===== src/rtl/kcfg_pkg.sv =====
package kcfg_pkg;
  localparam int unsigned DATA_W = 8;
  localparam int unsigned ADDR_W = 3;
  localparam int unsigned TAPS   = 9;
  localparam int unsigned CTRL_W = 3;

  localparam logic [ADDR_W-1:0] ADR_CTRL  = 3'd0;
  localparam logic [ADDR_W-1:0] ADR_BANK0 = 3'd1;
  localparam logic [ADDR_W-1:0] ADR_BANK1 = 3'd2;

  typedef struct packed {
    logic bank_sel;
    logic fmt_signed;
    logic mode_1d;
  } ctrl_t;
endpackage


===== src/rtl/kcfg_addr_decode.sv =====
module kcfg_addr_decode #(
  parameter int unsigned ADDR_W = 3
) (
  input  logic              wr_load,
  input  logic [ADDR_W-1:0] wr_addr,
  output logic              ctrl_we,
  output logic              bank0_we,
  output logic              bank1_we
);
  import kcfg_pkg::*;

  always_comb begin
    ctrl_we  = 1'b0;
    bank0_we = 1'b0;
    bank1_we = 1'b0;
    if (wr_load) begin
      unique case (wr_addr)
        ADR_CTRL:  ctrl_we  = 1'b1;
        ADR_BANK0: bank0_we = 1'b1;
        ADR_BANK1: bank1_we = 1'b1;
        default: ;
      endcase
    end
  end
endmodule


===== src/rtl/kcfg_ctrl_reg.sv =====
module kcfg_ctrl_reg #(
  parameter int unsigned DATA_W = 8,
  parameter int unsigned CTRL_W = 3
) (
  input  logic              clk,
  input  logic              rst,
  input  logic              we,
  input  logic [DATA_W-1:0] din,
  output logic [CTRL_W-1:0] q
);
  always_ff @(posedge clk) begin
    if (rst)     q <= '0;
    else if (we) q <= din[CTRL_W-1:0];
  end

  logic unused_hi;
  assign unused_hi = ^din[DATA_W-1:CTRL_W];
endmodule


===== src/rtl/kcfg_shift_bank.sv =====
module kcfg_shift_bank #(
  parameter int unsigned DATA_W = 8,
  parameter int unsigned TAPS   = 9,
  localparam int unsigned FLAT_W = DATA_W * TAPS
) (
  input  logic              clk,
  input  logic              rst,
  input  logic              shift_en,
  input  logic [DATA_W-1:0] din,
  output logic [FLAT_W-1:0] taps_flat
);
  logic [DATA_W-1:0] tap [TAPS];

  always_ff @(posedge clk) begin
    if (rst)           tap[0] <= '0;
    else if (shift_en) tap[0] <= din;
  end

  for (genvar k = 1; k < TAPS; k++) begin : g_tap
    always_ff @(posedge clk) begin
      if (rst)           tap[k] <= '0;
      else if (shift_en) tap[k] <= tap[k-1];
    end
  end

  for (genvar k = 0; k < TAPS; k++) begin : g_pack
    assign taps_flat[k*DATA_W +: DATA_W] = tap[k];
  end
endmodule


===== src/rtl/kcfg_bank_mux.sv =====
module kcfg_bank_mux #(
  parameter int unsigned FLAT_W = 72
) (
  input  logic              clk,
  input  logic              rst,
  input  logic              sel,
  input  logic [FLAT_W-1:0] bank0,
  input  logic [FLAT_W-1:0] bank1,
  output logic [FLAT_W-1:0] q
);
  always_ff @(posedge clk) begin
    if (rst) q <= '0;
    else     q <= sel ? bank1 : bank0;
  end
endmodule


===== src/rtl/kernel_cfg_regs.sv =====
module kernel_cfg_regs #(
  parameter int unsigned DATA_W = kcfg_pkg::DATA_W,
  parameter int unsigned ADDR_W = kcfg_pkg::ADDR_W,
  parameter int unsigned TAPS   = kcfg_pkg::TAPS,
  localparam int unsigned FLAT_W = DATA_W * TAPS
) (
  input  logic              clk,
  input  logic              rst,
  input  logic              frame_sync,
  input  logic              wr_load,
  input  logic [ADDR_W-1:0] wr_addr,
  input  logic [DATA_W-1:0] wr_data,
  output logic              mode_1d,
  output logic              fmt_signed,
  output logic              bank_sel,
  output logic [FLAT_W-1:0] coef_out
);
  import kcfg_pkg::*;

  logic ctrl_we, bank0_we, bank1_we;
  logic [CTRL_W-1:0] ctrl_bits;
  ctrl_t             ctrl;
  logic [FLAT_W-1:0] bank0_flat;
  logic [FLAT_W-1:0] bank1_flat;

  // frame timing belongs to the datapath; configuration state ignores it
  logic unused_frame;
  assign unused_frame = frame_sync;

  kcfg_addr_decode #(.ADDR_W(ADDR_W)) u_dec (
    .wr_load (wr_load),
    .wr_addr (wr_addr),
    .ctrl_we (ctrl_we),
    .bank0_we(bank0_we),
    .bank1_we(bank1_we)
  );

  kcfg_ctrl_reg #(.DATA_W(DATA_W), .CTRL_W(CTRL_W)) u_ctrl (
    .clk(clk), .rst(rst), .we(ctrl_we), .din(wr_data), .q(ctrl_bits)
  );

  kcfg_shift_bank #(.DATA_W(DATA_W), .TAPS(TAPS)) u_bank0 (
    .clk(clk), .rst(rst), .shift_en(bank0_we), .din(wr_data), .taps_flat(bank0_flat)
  );

  kcfg_shift_bank #(.DATA_W(DATA_W), .TAPS(TAPS)) u_bank1 (
    .clk(clk), .rst(rst), .shift_en(bank1_we), .din(wr_data), .taps_flat(bank1_flat)
  );

  assign ctrl       = ctrl_t'(ctrl_bits);
  assign mode_1d    = ctrl.mode_1d;
  assign fmt_signed = ctrl.fmt_signed;
  assign bank_sel   = ctrl.bank_sel;

  kcfg_bank_mux #(.FLAT_W(FLAT_W)) u_mux (
    .clk(clk), .rst(rst), .sel(ctrl.bank_sel),
    .bank0(bank0_flat), .bank1(bank1_flat), .q(coef_out)
  );
endmodule


===== config.mk =====
export PLATFORM = sky130hd
export DESIGN_NAME = kernel_cfg_regs
export DESIGN_NICKNAME = d
export VERILOG_FILES = /design/src/rtl/kcfg_pkg.sv /design/src/rtl/kcfg_addr_decode.sv /design/src/rtl/kcfg_ctrl_reg.sv /design/src/rtl/kcfg_shift_bank.sv /design/src/rtl/kcfg_bank_mux.sv /design/src/rtl/kernel_cfg_regs.sv
export SDC_FILE = /design/constraint.sdc
export NUM_CORES = 1
export LEC_CHECK = 0
export BUFFER_PORTS_ARGS = -buffer_cell sky130_fd_sc_hd__buf_4
export CORE_UTILIZATION = 38
export CTS_CLUSTER_DIAMETER = 200
export CTS_CLUSTER_SIZE = 10
export DETAILED_ROUTE_END_ITERATION = 10
export SLEW_MARGIN = 40
export SYNTH_ARGS = -nofsm -noshare
export SYNTH_HDL_FRONTEND = slang
export SYNTH_SLANG_ARGS = --single-unit

===== constraint.sdc =====
create_clock -name clk -period 5.65 [get_ports clk]
set_input_delay 0.2825 -clock clk [delete_from_list [all_inputs] [get_ports clk]]
set_output_delay 0.2825 -clock clk [all_outputs]
set_load 0.01 [all_outputs]

==> run summary, run 1 <==
Worst Path Arrival: 2110 ps
Crit-path leading delay family: buffers and inverters
Max-slew headroom: 0.494
Gpl congestion: 0.741
Layout Nets: 660
Post-cts sizing count: 0
Clk Tree Root Cell: clkbuf_16
Hold Crit Depth: 3
Achievable Freq: 570 MHz
RSZ-0062 raised after global routing: false
DRC Markers: 0
Synth Register Bits: 219
Placed cell area: 0.00919 sq mm
Hold endpoint: u_ctrl.q[2]$_SDFFE_PP0P_
Clock transition at path regs: 60 ps
Status: finished clean
Final WL: 15100 um
VDD IR max: 0.203 mV
H-tree levels: 1
Worst path max stage delay: 640 ps
Syn Inst Count: 570
Crit path capture type: flip-flop
Vias/cell: 4.94
DP HPWL: 8090 um
Routed len/inst: 16.1 um
Least-Margin Pin Slew: 758 ps
CTS tree: done
First-pass GRT wire length: 24300 um
Hold Startpoint: wr_data[2]
Cell count along the critical path: 3
Fin cells: 938
Reg2reg setup slack: 3900 ps
Critical path launch point type: flip-flop
Sequential share of power: 0.531
Yosys warns: 0
Post-synth net total: 585
Die Wd: 149 um
Final setup fails: 0
Register area share after synthesis: 0.710
# diodes: 0
CTS Buffer Depth: 3
Overall Global Routing Usage: 0.137
Detail Route Antenna Nets: 0
Pre-antenna DRT Iters: 7
Initial antenna violation count: 0
Skew-Pair Late Insertion Delay: 510 ps
Worst path bufs/invs: 1
Num CTS Buffers: 25
Post-CTS Setup Repair Bufs: 0
HP Class: in -> reg
Switching portion of total power: 0.211
Minimum clock period: 1750 ps
Slowest cell on crit path: buf_6
Iter 0 DRT Violations: 326
Core box area: 0.0211 sq mm
Area added between synthesis and finish: 20.9%
Placement row count: 53
Clock Skews: 9.88 ps
Pwr/cell area: 343 mW/mm^2
Aggregate global routing overflow: 0
Cell-internal power: 0.00269 W
Via Count: 4636
Die Area: 0.0222 sq mm
End-of-flow core utilization: 0.471
CTS sink count: 219
Cts hold-fix bufs: 0
Final Max Slew Viols: 0
Clock power frac: 0.413
Largest net degree at the start of global routing: 119
Worst hold slack: 88.1 ps
Crit path required time: 6010 ps
Logic gate share of total power: 0.056
Vias in the first global route: 4769
Synthesized area: 0.00821 sq mm
Final Hold Vio Count: 0
Leak Pwr: 3.43 nW
Design area: 0.00992 sq mm
Initial core utilization: 0.389
Worst-path fanout max: 59
Avg Inst Size Synth: 14.4 sq um
Reg2reg end: u_mux.q[20]$_SDFF_PP0_
Total of max-cap violations: 0
I/O pins: 90
Fin crit share: 0.310
Kind of critical path: reg -> reg
Sw Pwr: 0.000718 W
Share of post-route cells with drive strength above 1: 0.193
Placed cells: 892
FF-to-FF Start: u_ctrl.q[2]$_SDFFE_PP0P_
TNS Setup: 0 ps
Worst Reg-to-Reg Cells: 3
Crit-path cells: buf_6 -> mux2i_1 -> nor2_1
Port Buffers: 88
Die height: 149 um
Distinct cells, synth: 11
[synthesized netlist by cell type, drive strengths merged]
master	number	area share
mux2i	75	0.091
nor2	75	0.034
dfxtp	75	0.18
clkbuf	26	0.012
or4b	1	0.0012
buf	23	0.014
edfxtp	144	0.53
nand4bb	2	0.0027
nand2b	8	0.0061
nor3b	141	0.13
[power by group through the flow]
| stage | registers, W | logic (W) | clock network, W |
|---|---|---|---|
| final | 0.00181 | 0.000190 | 0.00141 |
| after global routing | 0.00182 | 0.000207 | 0.00151 |
| after CTS | 0.00181 | 0.000192 | 0.00145 |
| after detailed placement | 0.00184 | 0.000191 | 0 |
| after global placement | 0.00184 | 0.000181 | 0 |
| after floorplan | 0.00185 | 0.0000958 | 0 |
[layout make-up]
| type | count | area (sq um) |
|---|---|---|
| Fill cell | 1875 | 11200 |
| Sequential cell | 219 | 5830 |
| Multi-Input combinational cell | 302 | 2220 |
| Timing Repair Buffer | 97 | 825 |
| Clock buffer | 44 | 697 |
| Tap cell | 275 | 344 |
| Clock inverter | 1 | 8.76 |
[sequential cells by signal, indices dropped and copies added (netlist names)]
signal       count
u_bank1.tap     72
u_mux.q         72
u_bank0.tap     72
u_ctrl.q         3
[placed cells by master (no fill, tap or decap), drive strengths merged]
| cell | netlist | routed |
|---|---|---|
| buf | 23 | 97 |
| clkbuf | 26 | 44 |
| dfxtp | 75 | 75 |
| edfxtp | 144 | 144 |
| inv | 0 | 1 |
| mux2i | 75 | 75 |
| nand2b | 8 | 8 |
| nand4bb | 2 | 2 |
| nor2 | 75 | 75 |
| nor3b | 141 | 141 |
| or4b | 1 | 1 |
[metrics by stage]
| stage | total power [W] | setup slack, ps |
|---|---|---|
| 2_1_floorplan | 0.00195 | 2880 |
| 3_3_place_gp | 0.00202 | 3030 |
| 3_5_place_dp | 0.00203 | 3560 |
| 4_1_cts | 0.00345 | 3880 |
| 5_1_grt | 0.00353 | 3810 |
| 6_report | 0.00341 | 3900 |
[worst max path at each step]
| stage | startpoint | to | slack [ps] |
|---|---|---|---|
| 2_1_floorplan | rst | u_bank0.tap[0][0]$_SDFFCE_PN0P_ | 2880 |
| 3_3_place_gp | wr_addr[0] | u_bank1.tap[8][2]$_SDFFCE_PN0P_ | 3030 |
| 3_5_place_dp | rst | u_bank1.tap[1][2]$_SDFFCE_PN0P_ | 3560 |
| 4_1_cts | u_ctrl.q[2]$_SDFFE_PP0P_ | u_mux.q[46]$_SDFF_PP0_ | 3880 |
| 5_1_grt | u_ctrl.q[2]$_SDFFE_PP0P_ | u_mux.q[21]$_SDFF_PP0_ | 3810 |
| 6_report | u_ctrl.q[2]$_SDFFE_PP0P_ | u_mux.q[20]$_SDFF_PP0_ | 3900 |
[cells by family (layout without fill, tap and decap cells)]
group                  Yosys count  after routing  synth area share
buffers and inverters           49            142            0.0256
flip-flops                     219            219             0.710
multiplexers                    75             75            0.0914
AND/OR/NAND/NOR                227            227             0.173
[routing by layer]
| metal | share of wire | global-route usage | wire length [um] |
|---|---|---|---|
| met5 | 0 | 0 | 0 |
| met1 | 0.46 | 0.182 | 6890 |
| met4 | 0.018 | 0.0403 | 270 |
| met3 | 0.049 | 0.0245 | 743 |
| met2 | 0.48 | 0.229 | 7200 |
[tightest hold or removal path, delay by kind of cell]
family,cells,cell delay [ps]
buffers and inverters,1,110
multiplexers,1,70
AND/OR/NAND/NOR,1,90
Power figures use the tool's default switching activity.
==> inputs of run 2 (changes only) <==
==> constraint.sdc (replaced) <==
create_clock -name clk -period 1.8 [get_ports clk]
set_input_delay 0.09 -clock clk [delete_from_list [all_inputs] [get_ports clk]]
set_output_delay 0.09 -clock clk [all_outputs]
set_load 0.01 [all_outputs]
==> run 2 against run 1 <==
Register-to-register slack lost 3400 ps. Final area rose by 1.0%. Clock skew up 2.3 ps. Sequential share of layout area decreased by 0.61 points. Wire length is essentially flat. Clock power rose to 3.1 times the previous value. Non-clock buffer count increased by 16. Sequential power rose to 3.1 times the previous value. Core utilization increased by 0.49 points. Flip-flop and latch count is the same.
==> run summary, run 2 (synthesis gave the netlist of run 1 again) <==
End-of-flow core utilization: 0.476 (was 0.471)
Commonest non-fill, non-tap cell in the layout: edfxtp_1 (unchanged)
Worst-path fanout max: 13 (was 59)
Crit path capture type: primary output (was flip-flop)
Most frequent cells in the layout: edfxtp_1 (144), nor3b_1 (141), buf_4 (98) (was edfxtp_1 (144), nor3b_1 (141), buf_4 (87))
Status: finished clean (unchanged)
Final Max Slew Viols: 0 (unchanged)
Least-Margin Pin Slew: 490 ps (was 758 ps)
Max-slew headroom: 0.673 (was 0.494)
Post-cts sizing count: 0 (unchanged)
Core box area: 0.0211 sq mm (unchanged)
First-pass GRT wire length: 24800 um (was 24300 um)
Die height: 149 um (unchanged)
DRC Markers: 0 (unchanged)
RSZ-0062 raised after global routing: false (unchanged)
Area added between synthesis and finish: 22.2% (was 20.9%)
Initial core utilization: 0.389 (unchanged)
Slowest cell on crit path: dfxtp_4 (was buf_6)
Final Hold Vio Count: 0 (unchanged)
Crit-path cells: buf_4 -> buf_4 (was buf_6 -> mux2i_1 -> nor2_1)
Crit-path leading delay family: flip-flops (was buffers and inverters)
Iter 0 DRT Violations: 272 (was 326)
Layout Nets: 676 (was 660)
Fin crit share: 0.868
Final setup fails: 0 (unchanged)
CTS tree: done (unchanged)
Minimum clock period: 1560 ps
Worst Path Arrival: 1470 ps (was 2110 ps)
Die Area: 0.0222 sq mm (unchanged)
Place WS: 505 ps (was 3560 ps)
VDD IR max: 0.606 mV (was 0.203 mV)
Port Buffers: 88 (unchanged)
DP HPWL: 8560 um (was 8090 um)
Setup ws final: 238 ps (was 3900 ps)
# diodes: 0 (unchanged)
Worst path bufs/invs: 2 (was 1)
FF-to-FF Start: u_ctrl.q[2]$_SDFFE_PP0P_ (unchanged)
Register area: 0.00583 sq mm (unchanged)
Total Power: 0.0107 W (was 0.00341 W)
Leak Pwr: 3.48 nW (was 3.43 nW)
Cell count along the critical path: 2 (was 3)
Num CTS Buffers: 25 (unchanged)
Clock transition at path regs: 50 ps (was 60 ps)
Final WL: 15100 um (about the same)
Total of max-cap violations: 0 (unchanged)
Worst setup path end: bank_sel (was u_mux.q[20]$_SDFF_PP0_)
Fillers: 1911 (was 1875)
Vias in the first global route: 4897 (was 4769)
Crit path required time: 1710 ps (was 6010 ps)
Skew-Pair Late Insertion Delay: 500 ps (was 510 ps)
CTS sink count: 219 (unchanged)
Multi-input gate area in the final layout: 0.00222 sq mm (unchanged)
Biggest regs: u_bank0.tap (72), u_bank1.tap (72), u_mux.q (72) (unchanged)
Fin cells: 953 (was 938)
Vias/cell: 4.86 (was 4.94)
Aggregate global routing overflow: 0 (unchanged)
Kind of critical path: reg -> out (was reg -> reg)
Reg2reg end: u_mux.q[40]$_SDFF_PP0_ (was u_mux.q[20]$_SDFF_PP0_)
Placement row count: 53 (unchanged)
I/O pins: 90 (unchanged)
Gpl congestion: 0.703 (was 0.741)
H-tree levels: 1 (unchanged)
Share of post-route cells with drive strength above 1: 0.198 (was 0.193)
TNS Setup: 0 ps (unchanged)
Achievable Freq: 640 MHz
Routed len/inst: 15.9 um (was 16.1 um)
Die Wd: 149 um (unchanged)
Initial antenna violation count: 0 (unchanged)
Placed cells: 900 (was 892)
Pwr/cell area: 1060 mW/mm^2 (was 343 mW/mm^2)
Clock Skews: 12.2 ps (was 9.88 ps)
Clk Tree Root Cell: clkbuf_16 (unchanged)
HP Class: in -> reg (unchanged)
Pre-antenna DRT Iters: 4 (was 7)
Reg2reg setup slack: 540 ps (was 3900 ps)
CTS Buffer Depth: 3 (unchanged)
Worst Reg-to-Reg Cells: 3 (unchanged)
Detail Route Antenna Nets: 0 (unchanged)
Crit path top cell by count: buf_4
Via Count: 4630 (was 4636)
Critical path launch point type: flip-flop (unchanged)
Largest net degree at the start of global routing: 80 (was 119)
Overall Global Routing Usage: 0.140 (was 0.137)
Critical path origin: u_ctrl.q[2]$_SDFFE_PP0P_ (unchanged)
Worst path max stage delay: 490 ps (was 640 ps)
==> run 2: cell type report <==
cell class / count / share of cell area
Clock buffer: 44 / 0.0695
Multi-Input combinational cell: 302 / 0.221
Sequential cell: 219 / 0.581
Tap cell: 275 / 0.0343
Timing Repair Buffer: 113 / 0.0934
==> run 2: per-layer routing <==
layer	wire (um)	GRT usage	vias up
met1	6910	0.182	2270
met4	309	0.0367	0
met3	661	0.0266	24
met5	0	0	-
met2	7230	0.237	95
li1	-	-	2241
==> run 2: worst min path at each step <==
| stage | start | end | slack, ps | cells after the start |
|---|---|---|---|---|
| 2_1_floorplan | wr_data[0] | u_ctrl.q[0]$_SDFFE_PP0P_ | 270 | 2 |
| 3_3_place_gp | wr_data[1] | u_ctrl.q[1]$_SDFFE_PP0P_ | 400 | 3 |
| 3_5_place_dp | wr_data[2] | u_ctrl.q[2]$_SDFFE_PP0P_ | 410 | 3 |
| 4_1_cts | wr_addr[2] | u_ctrl.q[2]$_SDFFE_PP0P_ | 40 | 3 |
| 5_1_grt | wr_addr[2] | u_ctrl.q[2]$_SDFFE_PP0P_ | 80 | 3 |
| 6_report | wr_addr[2] | u_ctrl.q[2]$_SDFFE_PP0P_ | 30 | 3 |
==> run 2: tightest hold or removal path, stage by stage <==
cell,delay (ps)
buf_4,90
or4b_1,210
mux2i_1,100
==> run 2: what timing repair did <==
item	4_1_cts	5_1_grt
buffers inserted	0	0
hold buffers	9	0
hold endpoints to repair	28	0
==> run 2: power by group <==
group	switching (W)	total (W)	internal, W
Clock	0.00179	0.00438	0.00258
Combinational	0.000341	0.000611	0.000270
Sequential	0.0000899	0.00568	0.00559
==> run 2: metrics by stage <==
step / hold slack [ps] / cell area [sq um]
floorplan: 267 / 8210
global placement: 401 / 9240
detailed placement: 414 / 9240
CTS: 40.7 / 10000
global route: 79.4 / 10000
finish: 33.2 / 10000
==> inputs of run 3 (changes only) <==
--- a/config.mk
+++ b/config.mk
@@ -6,7 +6,8 @@
 export NUM_CORES = 1
 export LEC_CHECK = 0
 export BUFFER_PORTS_ARGS = -buffer_cell sky130_fd_sc_hd__buf_4
-export CORE_UTILIZATION = 38
+export CORE_UTILIZATION = 35
+export CTS_BUF_LIST = sky130_fd_sc_hd__clkbuf_2
 export CTS_CLUSTER_DIAMETER = 200
 export CTS_CLUSTER_SIZE = 10
 export DETAILED_ROUTE_END_ITERATION = 10
==> run 3 against run 2 <==
First-iteration DRC count is 1.8% lower. Sequential share of layout area increased by 1.6 points. Flip-flop and latch count stayed put. Clock-buffer cell count stayed put. Die area is 8.5% higher. Non-clock buffer count is 9 higher. Register-to-register slack got worse by 190 ps. Worst setup slack worse by 180 ps. Clock power shrank 49%. Critical path depth grew 5. Cell count grew 5.0%.
==> run summary, run 3 (synthesis gave the netlist of run 1 again) <==
Layout Nets: 685 (was 676)
DP HPWL: 8310 um (was 8560 um)
Post-cts sizing count: 0 (unchanged)
Total of max-cap violations: 0 (unchanged)
Register area: 0.00583 sq mm (unchanged)
Minimum clock period: 1750 ps (was 1560 ps)
Clk Tree Root Cell: clkbuf_2 (was clkbuf_16)
Die Area: 0.0241 sq mm (was 0.0222 sq mm)
Switching portion of total power: 0.238 (was 0.208)
Biggest regs: u_bank0.tap (72), u_bank1.tap (72), u_mux.q (72) (unchanged)
CTS Buffer Depth: 3 (unchanged)
Core box area: 0.0228 sq mm (was 0.0211 sq mm)
Placement row count: 55 (was 53)
Most frequent cells in the layout: edfxtp_1 (144), nor3b_1 (141), buf_4 (90) (was edfxtp_1 (144), nor3b_1 (141), buf_4 (98))
TNS Setup: 0 ps (unchanged)
Clock power frac: 0.260 (was 0.410)
Critical path launch point type: input port (was flip-flop)
Reg2reg setup slack: 350 ps (was 540 ps)
Crit path capture type: flip-flop (was primary output)
Crit-path cells: dlygate4sd3_1 -> buf_6 -> buf_12 -> nand2b_1 -> dlygate4sd3_1 -> mux2i_1 -> dlygate4sd3_1 (was buf_4 -> buf_4)
Aggregate global routing overflow: 0 (unchanged)
Detail Route Antenna Nets: 0 (unchanged)
Num CTS Buffers: 25 (unchanged)
Initial antenna violation count: 0 (unchanged)
Worst-path fanout max: 79 (was 13)
Share of post-route cells with drive strength above 1: 0.219 (was 0.198)
Worst Reg-to-Reg Cells: 4 (was 3)
Achievable Freq: 572 MHz (was 640 MHz)
Worst path max stage delay: 590 ps (was 490 ps)
Die height: 155 um (was 149 um)
Commonest non-fill, non-tap cell in the layout: edfxtp_1 (unchanged)
Vias/cell: 4.71 (was 4.86)
Reg2reg end: u_ctrl.q[2]$_SDFFE_PP0P_ (was u_mux.q[40]$_SDFF_PP0_)
Iter 0 DRT Violations: 267 (was 272)
Skew-Pair Late Insertion Delay: 790 ps (was 500 ps)
H-tree levels: 1 (unchanged)
Sequential share of power: 0.665 (was 0.532)
CTS tree: done (unchanged)
Clock transition at path regs: 190 ps (was 50 ps)
DRC Markers: 0 (unchanged)
Crit path top cell by count: dlygate4sd3_1 (was buf_4)
Clock Skews: 61.9 ps (was 12.2 ps)
Area added between synthesis and finish: 18.9% (was 22.2%)
Placed cell area: 0.00932 sq mm (was 0.00924 sq mm)
Vias in the first global route: 4935 (was 4897)
Design area: 0.00976 sq mm (was 0.0100 sq mm)
Via Count: 4710 (was 4630)
Kind of critical path: in -> reg (was reg -> out)
Final WL: 15600 um (was 15100 um)
VDD IR max: 0.424 mV (was 0.606 mV)
Status: finished clean (unchanged)
Hold endpoint: u_bank0.tap[7][7]$_SDFFCE_PN0P_ (was u_ctrl.q[2]$_SDFFE_PP0P_)
Hold Startpoint: wr_addr[2] (unchanged)
RSZ-0062 raised after global routing: false (unchanged)
Final Max Slew Viols: 0 (unchanged)
Crit path required time: 2470 ps (was 1710 ps)
Initial core utilization: 0.359 (was 0.389)
Overall Global Routing Usage: 0.130 (was 0.140)
Gpl congestion: 0.718 (was 0.703)
Pwr/cell area: 873 mW/mm^2 (was 1060 mW/mm^2)
Routed len/inst: 15.5 um (was 15.9 um)
First-pass GRT wire length: 25100 um (was 24800 um)
Cell-internal power: 0.00649 W (was 0.00844 W)
Hold Crit Depth: 4 (was 3)
Total Power: 0.00852 W (was 0.0107 W)
Worst Path Arrival: 2420 ps (was 1470 ps)
Pre-antenna DRT Iters: 4 (unchanged)
Fin crit share: 0.971 (was 0.868)
FF-to-FF Start: u_ctrl.q[2]$_SDFFE_PP0P_ (unchanged)
CTS sink count: 219 (unchanged)
# diodes: 0 (unchanged)
Worst hold slack: 97.8 ps (was 33.2 ps)
Sw Pwr: 0.00203 W (was 0.00222 W)
Fillers: 2166 (was 1911)
Final Hold Vio Count: 0 (unchanged)
Max-slew headroom: 0.602 (was 0.673)
Slowest cell on crit path: dlygate4sd3_1 (was dfxtp_4)
Logic gate share of total power: 0.075 (was 0.057)
Largest net degree at the start of global routing: 138 (was 80)
I/O pins: 90 (unchanged)
Port Buffers: 88 (unchanged)
Multi-input gate area in the final layout: 0.00222 sq mm (unchanged)
Leak Pwr: 3.39 nW (was 3.48 nW)
Least-Margin Pin Slew: 596 ps (was 490 ps)
Die Wd: 155 um (was 149 um)
Final setup fails: 0 (unchanged)
HP Class: in -> reg (unchanged)
[run 3: cell count changes in the layout (fill, tap and decap cells not counted), sizes merged]
cell	previous run	this run
dlygate4sd3	9	21
buf	104	101
inv	0	1
[run 3: worst max-delay path, delay by kind of cell]
family	cells	cell delay [ps]
buffers and inverters	5	2100
and+or+nand+nor	1	150
muxes	1	80
[run 3: worst max path at each step]
stage,slack (ps),to,start
final,50,u_ctrl.q[0]$_SDFFE_PP0P_,rst
after floorplan,50,u_bank0.tap[0][0]$_SDFFCE_PN0P_,rst
after global placement,470,u_bank0.tap[8][2]$_SDFFCE_PN0P_,wr_addr[2]
after global routing,30,u_ctrl.q[0]$_SDFFE_PP0P_,rst
after detailed placement,460,u_bank0.tap[8][2]$_SDFFCE_PN0P_,wr_addr[2]
after CTS,100,bank_sel,u_ctrl.q[2]$_SDFFE_PP0P_
[run 3: final cells by class]
type                            instances  share of cell area
Clock inverter                          1            0.000384
Tap cell                              313              0.0401
Clock buffer                           44              0.0226
Multi-Input combinational cell        302               0.227
Timing Repair Buffer                  122               0.112
Sequential cell                       219               0.597
[run 3: repair_timing]
item / 4_1_cts / 5_1_grt
endpoints found under the hold margin: 225 / 0
endpoints found under the setup margin: 1 / 0
buffers inserted: 1 / 0
hold buffers: 21 / 0
[run 3: per-layer routing]
metal / part of all wire / routed length, um / vias to the layer above / global-route usage
met4: 0.021 / 334 / 0 / 0.0330
met5: 0 / 0 / - / 0
met1: 0.48 / 7420 / 2312 / 0.177
met2: 0.46 / 7120 / 116 / 0.214
li1: - / - / 2258 / -
met3: 0.043 / 676 / 24 / 0.0256
[run 3: power groups by stage]
| stage | combinational (W) | sequential (W) | clock, W |
|---|---|---|---|
| floorplan | 0.000302 | 0.00580 | 0 |
| global placement | 0.000602 | 0.00578 | 0 |
| detailed placement | 0.000612 | 0.00578 | 0 |
| CTS | 0.000649 | 0.00567 | 0.00233 |
| global route | 0.000694 | 0.00570 | 0.00252 |
| finish | 0.000639 | 0.00567 | 0.00222 |
[run 3: through the flow]
stage,cells,setup slack (ps),utilization
2_1_floorplan,570,48.0,-
3_3_place_gp,934,468,0.408
3_5_place_dp,934,461,0.408
5_1_grt,1001,29.3,0.427
6_report,1001,52.9,0.427
4_1_cts,1001,95.7,0.427
